==> src/rtl/mpt_pkg.sv <==
package mpt_pkg;

    typedef enum logic [2:0] {
        ST_IDLE,
        ST_START,
        ST_DATA,
        ST_MARK,
        ST_STOP1,
        ST_STOP2
    } tx_state_t;

    typedef struct packed {
        logic len8;
        logic stop2;
        logic ie_empty;
        logic ie_end;
    } tx_cfg_t;

    localparam tx_cfg_t CFG_RESET = '{len8: 1'b1, stop2: 1'b0, ie_empty: 1'b0, ie_end: 1'b0};

endpackage

==> src/rtl/mpt_cfg.sv <==
module mpt_cfg
    import mpt_pkg::*;
(
    input  logic    clk,
    input  logic    rst_n,
    input  logic    wr_cfg,
    input  tx_cfg_t cfg_in,
    output tx_cfg_t cfg_q
);

    always_ff @(posedge clk or negedge rst_n) begin
        if (!rst_n) begin
            cfg_q <= CFG_RESET;
        end else if (wr_cfg) begin
            cfg_q <= cfg_in;
        end
    end

endmodule

==> src/rtl/mpt_hold.sv <==
module mpt_hold #(
    parameter int DATA_W = 8
) (
    input  logic              clk,
    input  logic              rst_n,
    input  logic              wr,
    input  logic [DATA_W-1:0] wr_data,
    input  logic              wr_flag,
    input  logic              load,
    input  logic              set_end,
    output logic [DATA_W-1:0] hold_data,
    output logic              hold_flag,
    output logic              empty_q,
    output logic              end_q
);

    always_ff @(posedge clk or negedge rst_n) begin
        if (!rst_n) begin
            hold_data <= '0;
            hold_flag <= 1'b0;
        end else if (wr) begin
            hold_data <= wr_data;
            hold_flag <= wr_flag;
        end
    end

    // A write wins over a load or an end event in the same cycle.
    always_ff @(posedge clk or negedge rst_n) begin
        if (!rst_n) begin
            empty_q <= 1'b1;
            end_q   <= 1'b1;
        end else begin
            if (wr)           empty_q <= 1'b0;
            else if (load)    empty_q <= 1'b1;
            if (wr)           end_q   <= 1'b0;
            else if (set_end) end_q   <= 1'b1;
        end
    end

    assert_wr_clears_R1: assert property (@(posedge clk) disable iff (!rst_n)
        wr |=> (!empty_q && !end_q));

    assert_load_empties_R2: assert property (@(posedge clk) disable iff (!rst_n)
        (load && !wr) |=> empty_q);

    assert_load_pending_R2: assert property (@(posedge clk) disable iff (!rst_n)
        load |-> !empty_q);

    assert_end_source_R6: assert property (@(posedge clk) disable iff (!rst_n)
        $rose(end_q) |-> $past(set_end));

    assert_end_needs_empty_R6: assert property (@(posedge clk) disable iff (!rst_n)
        set_end |-> empty_q);

endmodule

==> src/rtl/mpt_fsm.sv <==
module mpt_fsm
    import mpt_pkg::*;
#(
    parameter int DATA_W = 8
) (
    input  logic              clk,
    input  logic              rst_n,
    input  logic              tick,
    input  logic              empty,
    input  logic [DATA_W-1:0] hold_data,
    input  logic              hold_flag,
    input  logic              cfg_len8,
    input  logic              cfg_stop2,
    output logic              load,
    output logic              set_end,
    output logic              txd
);

    localparam int CNT_W = (DATA_W > 2) ? $clog2(DATA_W) : 1;
    localparam logic [CNT_W-1:0] LAST_LONG  = CNT_W'(DATA_W - 1);
    localparam logic [CNT_W-1:0] LAST_SHORT = CNT_W'(DATA_W - 2);

    tx_state_t         st, st_nxt;
    logic [DATA_W-1:0] sh_q;
    logic [CNT_W-1:0]  cnt_q;
    logic              mark_q;
    logic              len8_q;
    logic              stop2_q;
    logic              two_q;
    logic              chain_q;
    logic [CNT_W-1:0]  last_idx;

    assign last_idx = len8_q ? LAST_LONG : LAST_SHORT;

    // State register
    always_ff @(posedge clk or negedge rst_n) begin
        if (!rst_n) st <= ST_IDLE;
        else        st <= st_nxt;
    end

    // Next state and control strobes
    always_comb begin
        st_nxt  = st;
        load    = 1'b0;
        set_end = 1'b0;
        if (tick) begin
            unique case (st)
                ST_IDLE: begin
                    if (!empty) begin
                        load   = 1'b1;
                        st_nxt = ST_START;
                    end
                end
                ST_START: st_nxt = ST_DATA;
                ST_DATA: begin
                    if (cnt_q == last_idx) st_nxt = ST_MARK;
                end
                ST_MARK: begin
                    st_nxt = ST_STOP1;
                    if (!empty) load    = 1'b1;
                    else        set_end = 1'b1;
                end
                ST_STOP1, ST_STOP2: begin
                    if (st == ST_STOP1 && two_q) begin
                        st_nxt = ST_STOP2;
                    end else if (chain_q) begin
                        st_nxt = ST_START;
                    end else if (!empty) begin
                        load   = 1'b1;
                        st_nxt = ST_START;
                    end else begin
                        st_nxt = ST_IDLE;
                    end
                end
                default: st_nxt = ST_IDLE;
            endcase
        end
    end

    // Shifter and per-frame settings
    always_ff @(posedge clk or negedge rst_n) begin
        if (!rst_n) begin
            sh_q    <= '0;
            cnt_q   <= '0;
            mark_q  <= 1'b0;
            len8_q  <= 1'b1;
            stop2_q <= 1'b0;
            two_q   <= 1'b0;
            chain_q <= 1'b0;
        end else if (tick) begin
            if (st == ST_DATA) begin
                sh_q  <= sh_q >> 1;
                cnt_q <= cnt_q + 1'b1;
            end
            if (st == ST_MARK) begin
                two_q   <= stop2_q;
                chain_q <= !empty;
            end
            if (st_nxt == ST_START) chain_q <= 1'b0;
            if (load) begin
                sh_q    <= hold_data;
                mark_q  <= hold_flag;
                len8_q  <= cfg_len8;
                stop2_q <= cfg_stop2;
                cnt_q   <= '0;
            end
        end
    end

    // Line output
    always_comb begin
        unique case (st)
            ST_START: txd = 1'b0;
            ST_DATA:  txd = sh_q[0];
            ST_MARK:  txd = mark_q;
            default:  txd = 1'b1;
        endcase
    end

    assert_hold_bit_R4: assert property (@(posedge clk) disable iff (!rst_n)
        !tick |=> $stable(st));

    assert_mark_to_stop_R3: assert property (@(posedge clk) disable iff (!rst_n)
        (tick && st == ST_MARK) |=> (st == ST_STOP1));

    assert_start_after_load_R2: assert property (@(posedge clk) disable iff (!rst_n)
        (load && st != ST_MARK) |=> (st == ST_START && !txd));

    assert_one_strobe_R5: assert property (@(posedge clk) disable iff (!rst_n)
        !(load && set_end));

endmodule

==> src/rtl/mp_serial_tx.sv <==
module mp_serial_tx
    import mpt_pkg::*;
#(
    parameter int DATA_W = 8
) (
    input  logic              clk,
    input  logic              rst_n,
    input  logic              wr_data_en,
    input  logic [DATA_W-1:0] wr_data,
    input  logic              wr_flag,
    input  logic              wr_cfg_en,
    input  logic              cfg_len8,
    input  logic              cfg_stop2,
    input  logic              cfg_ie_empty,
    input  logic              cfg_ie_end,
    input  logic              baud_tick,
    output logic              txd,
    output logic              tx_empty,
    output logic              tx_end,
    output logic              irq_empty,
    output logic              irq_end
);

    tx_cfg_t           cfg_in, cfg_q;
    logic [DATA_W-1:0] hold_data;
    logic              hold_flag;
    logic              load, set_end;

    assign cfg_in = '{len8: cfg_len8, stop2: cfg_stop2,
                      ie_empty: cfg_ie_empty, ie_end: cfg_ie_end};

    mpt_cfg u_cfg (
        .clk    (clk),
        .rst_n  (rst_n),
        .wr_cfg (wr_cfg_en),
        .cfg_in (cfg_in),
        .cfg_q  (cfg_q)
    );

    mpt_hold #(.DATA_W(DATA_W)) u_hold (
        .clk       (clk),
        .rst_n     (rst_n),
        .wr        (wr_data_en),
        .wr_data   (wr_data),
        .wr_flag   (wr_flag),
        .load      (load),
        .set_end   (set_end),
        .hold_data (hold_data),
        .hold_flag (hold_flag),
        .empty_q   (tx_empty),
        .end_q     (tx_end)
    );

    mpt_fsm #(.DATA_W(DATA_W)) u_fsm (
        .clk       (clk),
        .rst_n     (rst_n),
        .tick      (baud_tick),
        .empty     (tx_empty),
        .hold_data (hold_data),
        .hold_flag (hold_flag),
        .cfg_len8  (cfg_q.len8),
        .cfg_stop2 (cfg_q.stop2),
        .load      (load),
        .set_end   (set_end),
        .txd       (txd)
    );

    assign irq_empty = tx_empty & cfg_q.ie_empty;
    assign irq_end   = tx_end   & cfg_q.ie_end;

    assert_mask_empty_R10: assert property (@(posedge clk) disable iff (!rst_n)
        (wr_cfg_en && !cfg_ie_empty) |=> !irq_empty);

    assert_mask_end_R10: assert property (@(posedge clk) disable iff (!rst_n)
        (wr_cfg_en && !cfg_ie_end) |=> !irq_end);

endmodule

==> config.mk <==
export PLATFORM = sky130hd
export DESIGN_NAME = mp_serial_tx
export DESIGN_NICKNAME = d
export VERILOG_FILES = /design/src/rtl/mpt_pkg.sv /design/src/rtl/mpt_cfg.sv /design/src/rtl/mpt_hold.sv /design/src/rtl/mpt_fsm.sv /design/src/rtl/mp_serial_tx.sv
export SDC_FILE = /design/constraint.sdc
export NUM_CORES = 1
export LEC_CHECK = 0
export BUFFER_PORTS_ARGS = -buffer_cell sky130_fd_sc_hd__buf_2
export CORE_MARGIN = 2
export CORE_UTILIZATION = 47
export CTS_CLUSTER_SIZE = 16
export DETAILED_ROUTE_END_ITERATION = 7
export HOLD_SLACK_MARGIN = 0.03
export PLACE_DENSITY = 0.73
export SYNTH_ARGS = -nofsm -noshare
export SYNTH_HDL_FRONTEND = slang
export SYNTH_SLANG_ARGS = --single-unit
==> constraint.sdc <==
create_clock -name clk -period 2.05 [get_ports clk]
set_clock_uncertainty 0.2 [all_clocks]
set_input_delay 0.1025 -clock clk [delete_from_list [all_inputs] [get_ports clk]]
set_output_delay 0.1025 -clock clk [all_outputs]
set_load 0.02 [all_outputs]
==> metrics.txt, run 1 <==
Layout Nets 205; Synth Area in Compound Gates between 10% and 20%; setup tns final 0 ps; CP Capture Point u_fsm.sh_q[6]; mux contribution to synthesized area approximately a fifth; H-tree depth 2; Setup Fix Bufs, Post-CTS 0; Slew Viols, Final 0; CTS tree done; Cell Area, Synth 1650 um2; leak pwr 0.938 nW; Internal about 1.6 mW; n_diodes 0; register area share after synthesis about 52%; Worst Setup End Kind flip-flop; Final Hold Viols 0; Post-synth EDFFs 0; drt wl/cell between 10 and 15 um; post-synthesis xor/xnor area fraction between 1.5 and 2%; initial antenna violation count 0; Synth Area in Adders less than 1%; Worst Setup SP u_fsm.st[2]; Simple-Gate Fraction of Synth Area 11.5%; Top FF cell, synth dfrtp_1; share of layout cells above drive strength 1 38.5%; CTS Buffer Depth 2; status finished clean; largest net degree at the start of global routing 35; r2r setup slk just under 70 ps; PwrDens 1170 nW/um2; cells after synthesis 136; setup violators final 0; DR pass1 iterations 4; path category of the worst min-delay check in -> async; CTS Root Cell clkbuf_4; NetSw 840 uW; total track usage between 10% and 20%; Clock Power Share between 10% and 20%; num rows 21; die height approximately 63 um; Worst Reg-to-Reg Cells 5; GP Congestion approximately 0.79; launching point of the worst reg2reg path u_fsm.st[2]; Final Cycle Share 96.7%; Vias/cell around 5.1; Peak supply drop around 0.66 mV; Num CTS Buffers 5; via count 1185; Worst-Margin Slew around 740 ps; Peak Freq around 0.5 GHz; FFs w/ async S/R, synth 100%; logic gate share of total power 41.2%; synth unique cells 39; port bufs 22; maximum fanout along the worst path 12; Die Footprint about 4000 um2; Startpoint Class flip-flop; total grt overflow 0; Starting Density 49.0%; Syn Area/Cell between 10 and 15 um2; first-pass GRT wire length 5.92 mm; number of synthesized register bits 34; hpwl dp 2.15 mm; Layout area overhead 27.7%; syn_nets ~160; max-cap violations 0; R2R Path End u_fsm.sh_q[6]; Sw Share about 34%; Clk Latency, worst-skew pair 330 ps; Fillers roughly 280; fin util 62.5%; die width around 63 um; clock tree sinks 34; minimum clock period ~2000 ps; core area about 3400 um2; ANT nets after route 0; unrepaired setup endpoints after global routing no; fin area 2100 um2; Slew HR approximately half; # DRC 0; Iteration-0 DRC Markers 72; WP data required 2060 ps; Seq pwr share 44.9%; main combinational cell family by area after synthesis multiplexers; crit path DAT 1990 ps; I/O Pins 23; Syn. warnings 0; critical path class reg -> reg; placed cell areas 1840 um2; vias in the first global route about 1300; final WL 3.38 mm; clock-pin slew on the worst setup and hold paths 100 ps
-- synth_stat cells, types with 2 or more instances --
master    number  area share [%]
a31oi_1        2            0.76
o21ai_0        3            0.91
a21oi_1        5             1.5
mux2_2        23              16
o31a_1         2             1.1
clkbuf_1       6             1.4
nor2b_1        5             1.9
xnor2_1        2             1.1
nor2_1        10             2.3
dfstp_2        4             6.4
mux2_4         4             3.6
nand2_1        6             1.4
o21ai_1        3            0.91
and2_1         3             1.1
inv_1          4            0.91
dfrtp_1       30              46
nand2b_1       2            0.76
-- placed cells by master (no fill, tap or decap), types with 5 or more instances in the layout --
master         count
a21oi_1            5
nor2_1            10
buf_4              8
dlygate4sd3_1     21
clkbuf_4           5
dfrtp_1           28
mux2_2            23
nand2_1            6
nor2b_1            5
buf_2             22
-- registers in the layout (all words and copies together) (netlist names) --
name and flops:
u_fsm.sh_q 8, u_hold.hold_data 8, u_cfg.cfg_q 4, u_fsm.cnt_q 3
u_fsm.st 3, u_fsm.chain_q 1, u_fsm.len8_q 1, u_fsm.mark_q 1
u_fsm.stop2_q 1, u_fsm.two_q 1, u_hold.empty_q 1, u_hold.end_q 1
u_hold.hold_flag 1
-- power by group through the flow --
stage / clock [mW] / sequential (mW) / combinational [mW]
floorplan: 0 / 1.02 / 0.772
global placement: 0 / 1.09 / 0.938
detailed placement: 0 / 1.11 / 0.975
CTS: 0.359 / 1.09 / 1.02
global route: 0.394 / 1.14 / 1.12
finish: 0.343 / 1.11 / 1.01
-- logic make-up after synthesis --
logic type / count (synthesis)
flip-flops: 34
AND/OR/NAND/NOR: 33
multiplexers: 28
AO/OA/AOI/OAI: 25
buffers and inverters: 12
XOR/XNOR: 3
adder cells (fa/ha/maj): 1
-- what timing repair did --
item,4_1_cts,5_1_grt
hold buffers,21,0
endpoints found under the setup margin,0,4
resized for setup,0,3
hold endpoints to repair,49,0
-- metal layers --
layer	GRT usage, %	vias up	part of all wire (%)
met5	0	-	0
met4	8.97	0	1.6
met3	6.25	5	2.4
met2	33.9	13	51
met1	22.3	586	45
li1	-	581	-
-- worst max-delay path: stages, from the launching register on --
cell	delay (ps)
dfrtp_1	530
o21ai_1	160
a221oi_2	370
nor3_2	90
buf_4	200
mux2_4	310
-- worst min-delay path by stage --
stage                     startpoint                  end  slack, ps  depth (start not counted)
after detailed placement       rst_n  u_hold.hold_data[3]          5                          1
after floorplan                rst_n       u_cfg.cfg_q[0]       -390                          0
after global placement         rst_n  u_hold.hold_data[4]         -1                          1
after global routing           rst_n       u_fsm.cnt_q[1]        210                          2
after CTS                      rst_n       u_fsm.cnt_q[1]        170                          2
final                          rst_n       u_fsm.cnt_q[1]        170                          2
-- layout make-up --
class                           count  area (um2)  area share (%)
Clock buffer                        8        48.8            2.32
Multi-Input combinational cell     90         743            35.3
Sequential cell                    34         858            40.8
Timing Repair Buffer               51         380            18.1
Inverter                            4        15.0           0.714
Tap cell                           46        57.6            2.74
-- stage by stage --
stage | std cells | power (mW) | worst slack, ps | hold slack, ps
global placement | 204 | 2.03 | 134 | -1.47
global route | 233 | 2.65 | 4.84 | 206
finish | 233 | 2.46 | 67.9 | 170
CTS | 233 | 2.47 | 43.3 | 167
detailed placement | 204 | 2.08 | 91.3 | 5.22
floorplan | 136 | 1.79 | 114 | -393
Note: power is estimated with default switching activity, not from simulation.
==> run 2: changes to the inputs <==
- PLACE_DENSITY: 0.73 -> 0.7
==> run 2 against run 1 <==
Die area stayed put. Fmax is 0.95% higher. Worst hold slack worse by 5.8 ps. First-iteration DRC count is 38% lower. Utilization is 1.1 points higher. Routed wire length is 0.59% higher. Register-to-register slack better by 40 ps. Global-route usage is 0.15 points lower. Combinational power is 4% higher.
==> metrics.txt, run 2 (same netlist as run 1, synthesis figures left out) <==
setup tns final 0 ps (unchanged); setup violators final 0 (unchanged); Clk Latency, worst-skew pair 330 ps (about the same); hpwl dp 2.26 mm (+5.2%); max-cap violations 0 (unchanged); Final Hold Viols 0 (unchanged); GP Congestion 0.867 (+9.2%); first-pass GRT wire length 5.99 mm (+1.2%); die width 63.2 um (unchanged); Clock Power Share 15.0% (+1.1 points); Starting Density 49.0% (unchanged); n_diodes 0 (unchanged); R2R Path End u_fsm.sh_q[6]; share of layout cells above drive strength 1 39.2% (+0.65 points); clock-pin slew on the worst setup and hold paths 100 ps (about the same); Num CTS Buffers 5 (unchanged); total track usage 19.5% (-0.15 points); Startpoint Class input pin; core area 3360 um2 (unchanged); Final Cycle Share 95.8% (-0.91 points); leak pwr 0.960 nW (+2.4%); Layout area overhead 30.0%; Slew HR 49.8% (-0.74 points); CTS tree done; vias in the first global route 1289 (+0.39%); clock tree sinks 34 (unchanged); crit path DAT 1990 ps (about the same); WP data required 2070 ps (about the same); CP Capture Point u_fsm.sh_q[6]; Iteration-0 DRC Markers 45 (-38%); Finished Layout Cells 235 (+0.86%); die height 63.2 um (unchanged); CTS Buffer Depth 2 (unchanged); PwrDens 1190 nW/um2 (+1.2%); critical path class in -> reg; maximum fanout along the worst path 12 (unchanged); path category of the worst min-delay check in -> async; NetSw 867 uW (+3.2%); Peak supply drop 0.649 mV (-2.0%); launching point of the worst reg2reg path u_fsm.st[0]; unrepaired setup endpoints after global routing no; port bufs 22 (unchanged); Peak Freq 0.509 GHz (+0.95%); final WL 3.40 mm (+0.59%); Vias/cell 5.13 (+0.91%); Worst Setup End Kind flip-flop; drt wl/cell 14.5 um (-0.26%); Layout Nets 207 (+0.98%); num rows 21 (unchanged); initial antenna violation count 0 (unchanged); H-tree depth 2 (unchanged); Internal 1.67 mW (+2.9%); Seq pwr share 43.5% (-1.4 points); via count 1206 (+1.8%); Setup Fix Bufs, Post-CTS 0 (unchanged); I/O Pins 23 (unchanged); Largest regs u_fsm.sh_q (8), u_hold.hold_data (8), u_cfg.cfg_q (4); Slew Viols, Final 0 (unchanged); most common cell after layout, fill and taps aside dfrtp_1; # DRC 0 (unchanged); ANT nets after route 0 (unchanged); CTS Root Cell clkbuf_4; total grt overflow 0 (unchanged); largest net degree at the start of global routing 35 (unchanged); WHS 164 ps (-5.82 ps); Worst Reg-to-Reg Cells 4 (-1); Worst-Margin Slew 753 ps (+11.1 ps); Die Footprint 3990 um2 (unchanged); status finished clean; Sw Share 34.2% (+0.068 points); Placed Cells 205 (+0.49%); minimum clock period 1960 ps (-18.6 ps); DR pass1 iterations 4 (unchanged); Worst Setup SP baud_tick; r2r setup slk 110 ps (+40 ps); commonest non-fill, non-tap cells in the layout dfrtp_1 (29), mux2_2 (23), dlygate4sd3_1 (22), buf_2 (22), nor2_1 (10); Fillers 280 (-0.36%); logic gate share of total power 41.5% (+0.3 points)
run 2: changes by cell type in the layout (fill, tap and decap cells not counted):
cell	before	now
dfrtp_1	28	29
buf_4	8	9
clkinv_2	0	1
a2111oi_1	0	1
dfrtp_2	2	1
nor4bb_2	1	0
dlygate4sd3_1	21	22
nor4bb_4	0	1
clkbuf_1	3	1
clkbuf_8	0	1
a2111oi_0	1	0
run 2: worst min path at each step:
| stage | from | endpoint | slack (ps) | depth (start not counted) |
|---|---|---|---|---|
| 2_1_floorplan | rst_n | u_cfg.cfg_q[0] | -390 | 0 |
| 3_3_place_gp | rst_n | u_hold.hold_data[4] | 0.9 | 1 |
| 3_5_place_dp | rst_n | u_hold.hold_data[4] | 20 | 1 |
| 4_1_cts | rst_n | u_fsm.sh_q[2] | 180 | 2 |
| 5_1_grt | rst_n | u_fsm.sh_q[0] | 220 | 2 |
| 6_report | rst_n | u_hold.hold_data[2] | 160 | 2 |
run 2: cell type report:
class	instances	area [um2]	share of cell area (%)
multi-input combinational	90	753	35.2
tap	46	57.6	2.69
clock inverter	1	5.00	0.234
timing repair buffer	53	398	18.6
inverter	4	15.0	0.701
clock buffer	7	55.1	2.57
sequential	34	857	40.0
run 2: power groups by stage:
stage / Clock, mW / Combinational [mW] / Sequential, mW
3_3_place_gp: 0 / 0.967 / 1.08
2_1_floorplan: 0 / 0.772 / 1.02
5_1_grt: 0.431 / 1.16 / 1.13
4_1_cts: 0.399 / 1.04 / 1.09
3_5_place_dp: 0 / 0.997 / 1.10
6_report: 0.380 / 1.05 / 1.10
run 2: per-stage QoR:
step                      instance area, um2  setup WS, ps  utilization (%)  total power [mW]
final                                   2140          86.4             63.7              2.54
after global routing                    2140         0.727             63.7              2.72
after CTS                               2120          81.7             63.1              2.53
after detailed placement                1840           131             54.8              2.10
after global placement                  1840           180             54.8              2.05
after floorplan                         1650           114                -              1.79
run 2: critical path, stage by stage:
cell and delay (ps):
dlygate4sd3_1 520, buf_2 220, nor4bb_4 310, buf_4 210
mux2_2 350, mux2_4 270
run 2: repair_timing:
item / 4_1_cts / 5_1_grt
endpoints found under the hold margin: 49 / 0
resized for setup: 0 / 4
endpoints found under the setup margin: 0 / 6
hold buffers: 22 / 0
run 2: metal layers:
layer	share of wire, %	GRT usage [%]	wire, um
met2	51	31.9	1740
met4	1.2	7.34	40
met5	0	0	0
met1	45	24.8	1540
met3	2.5	5.54	86
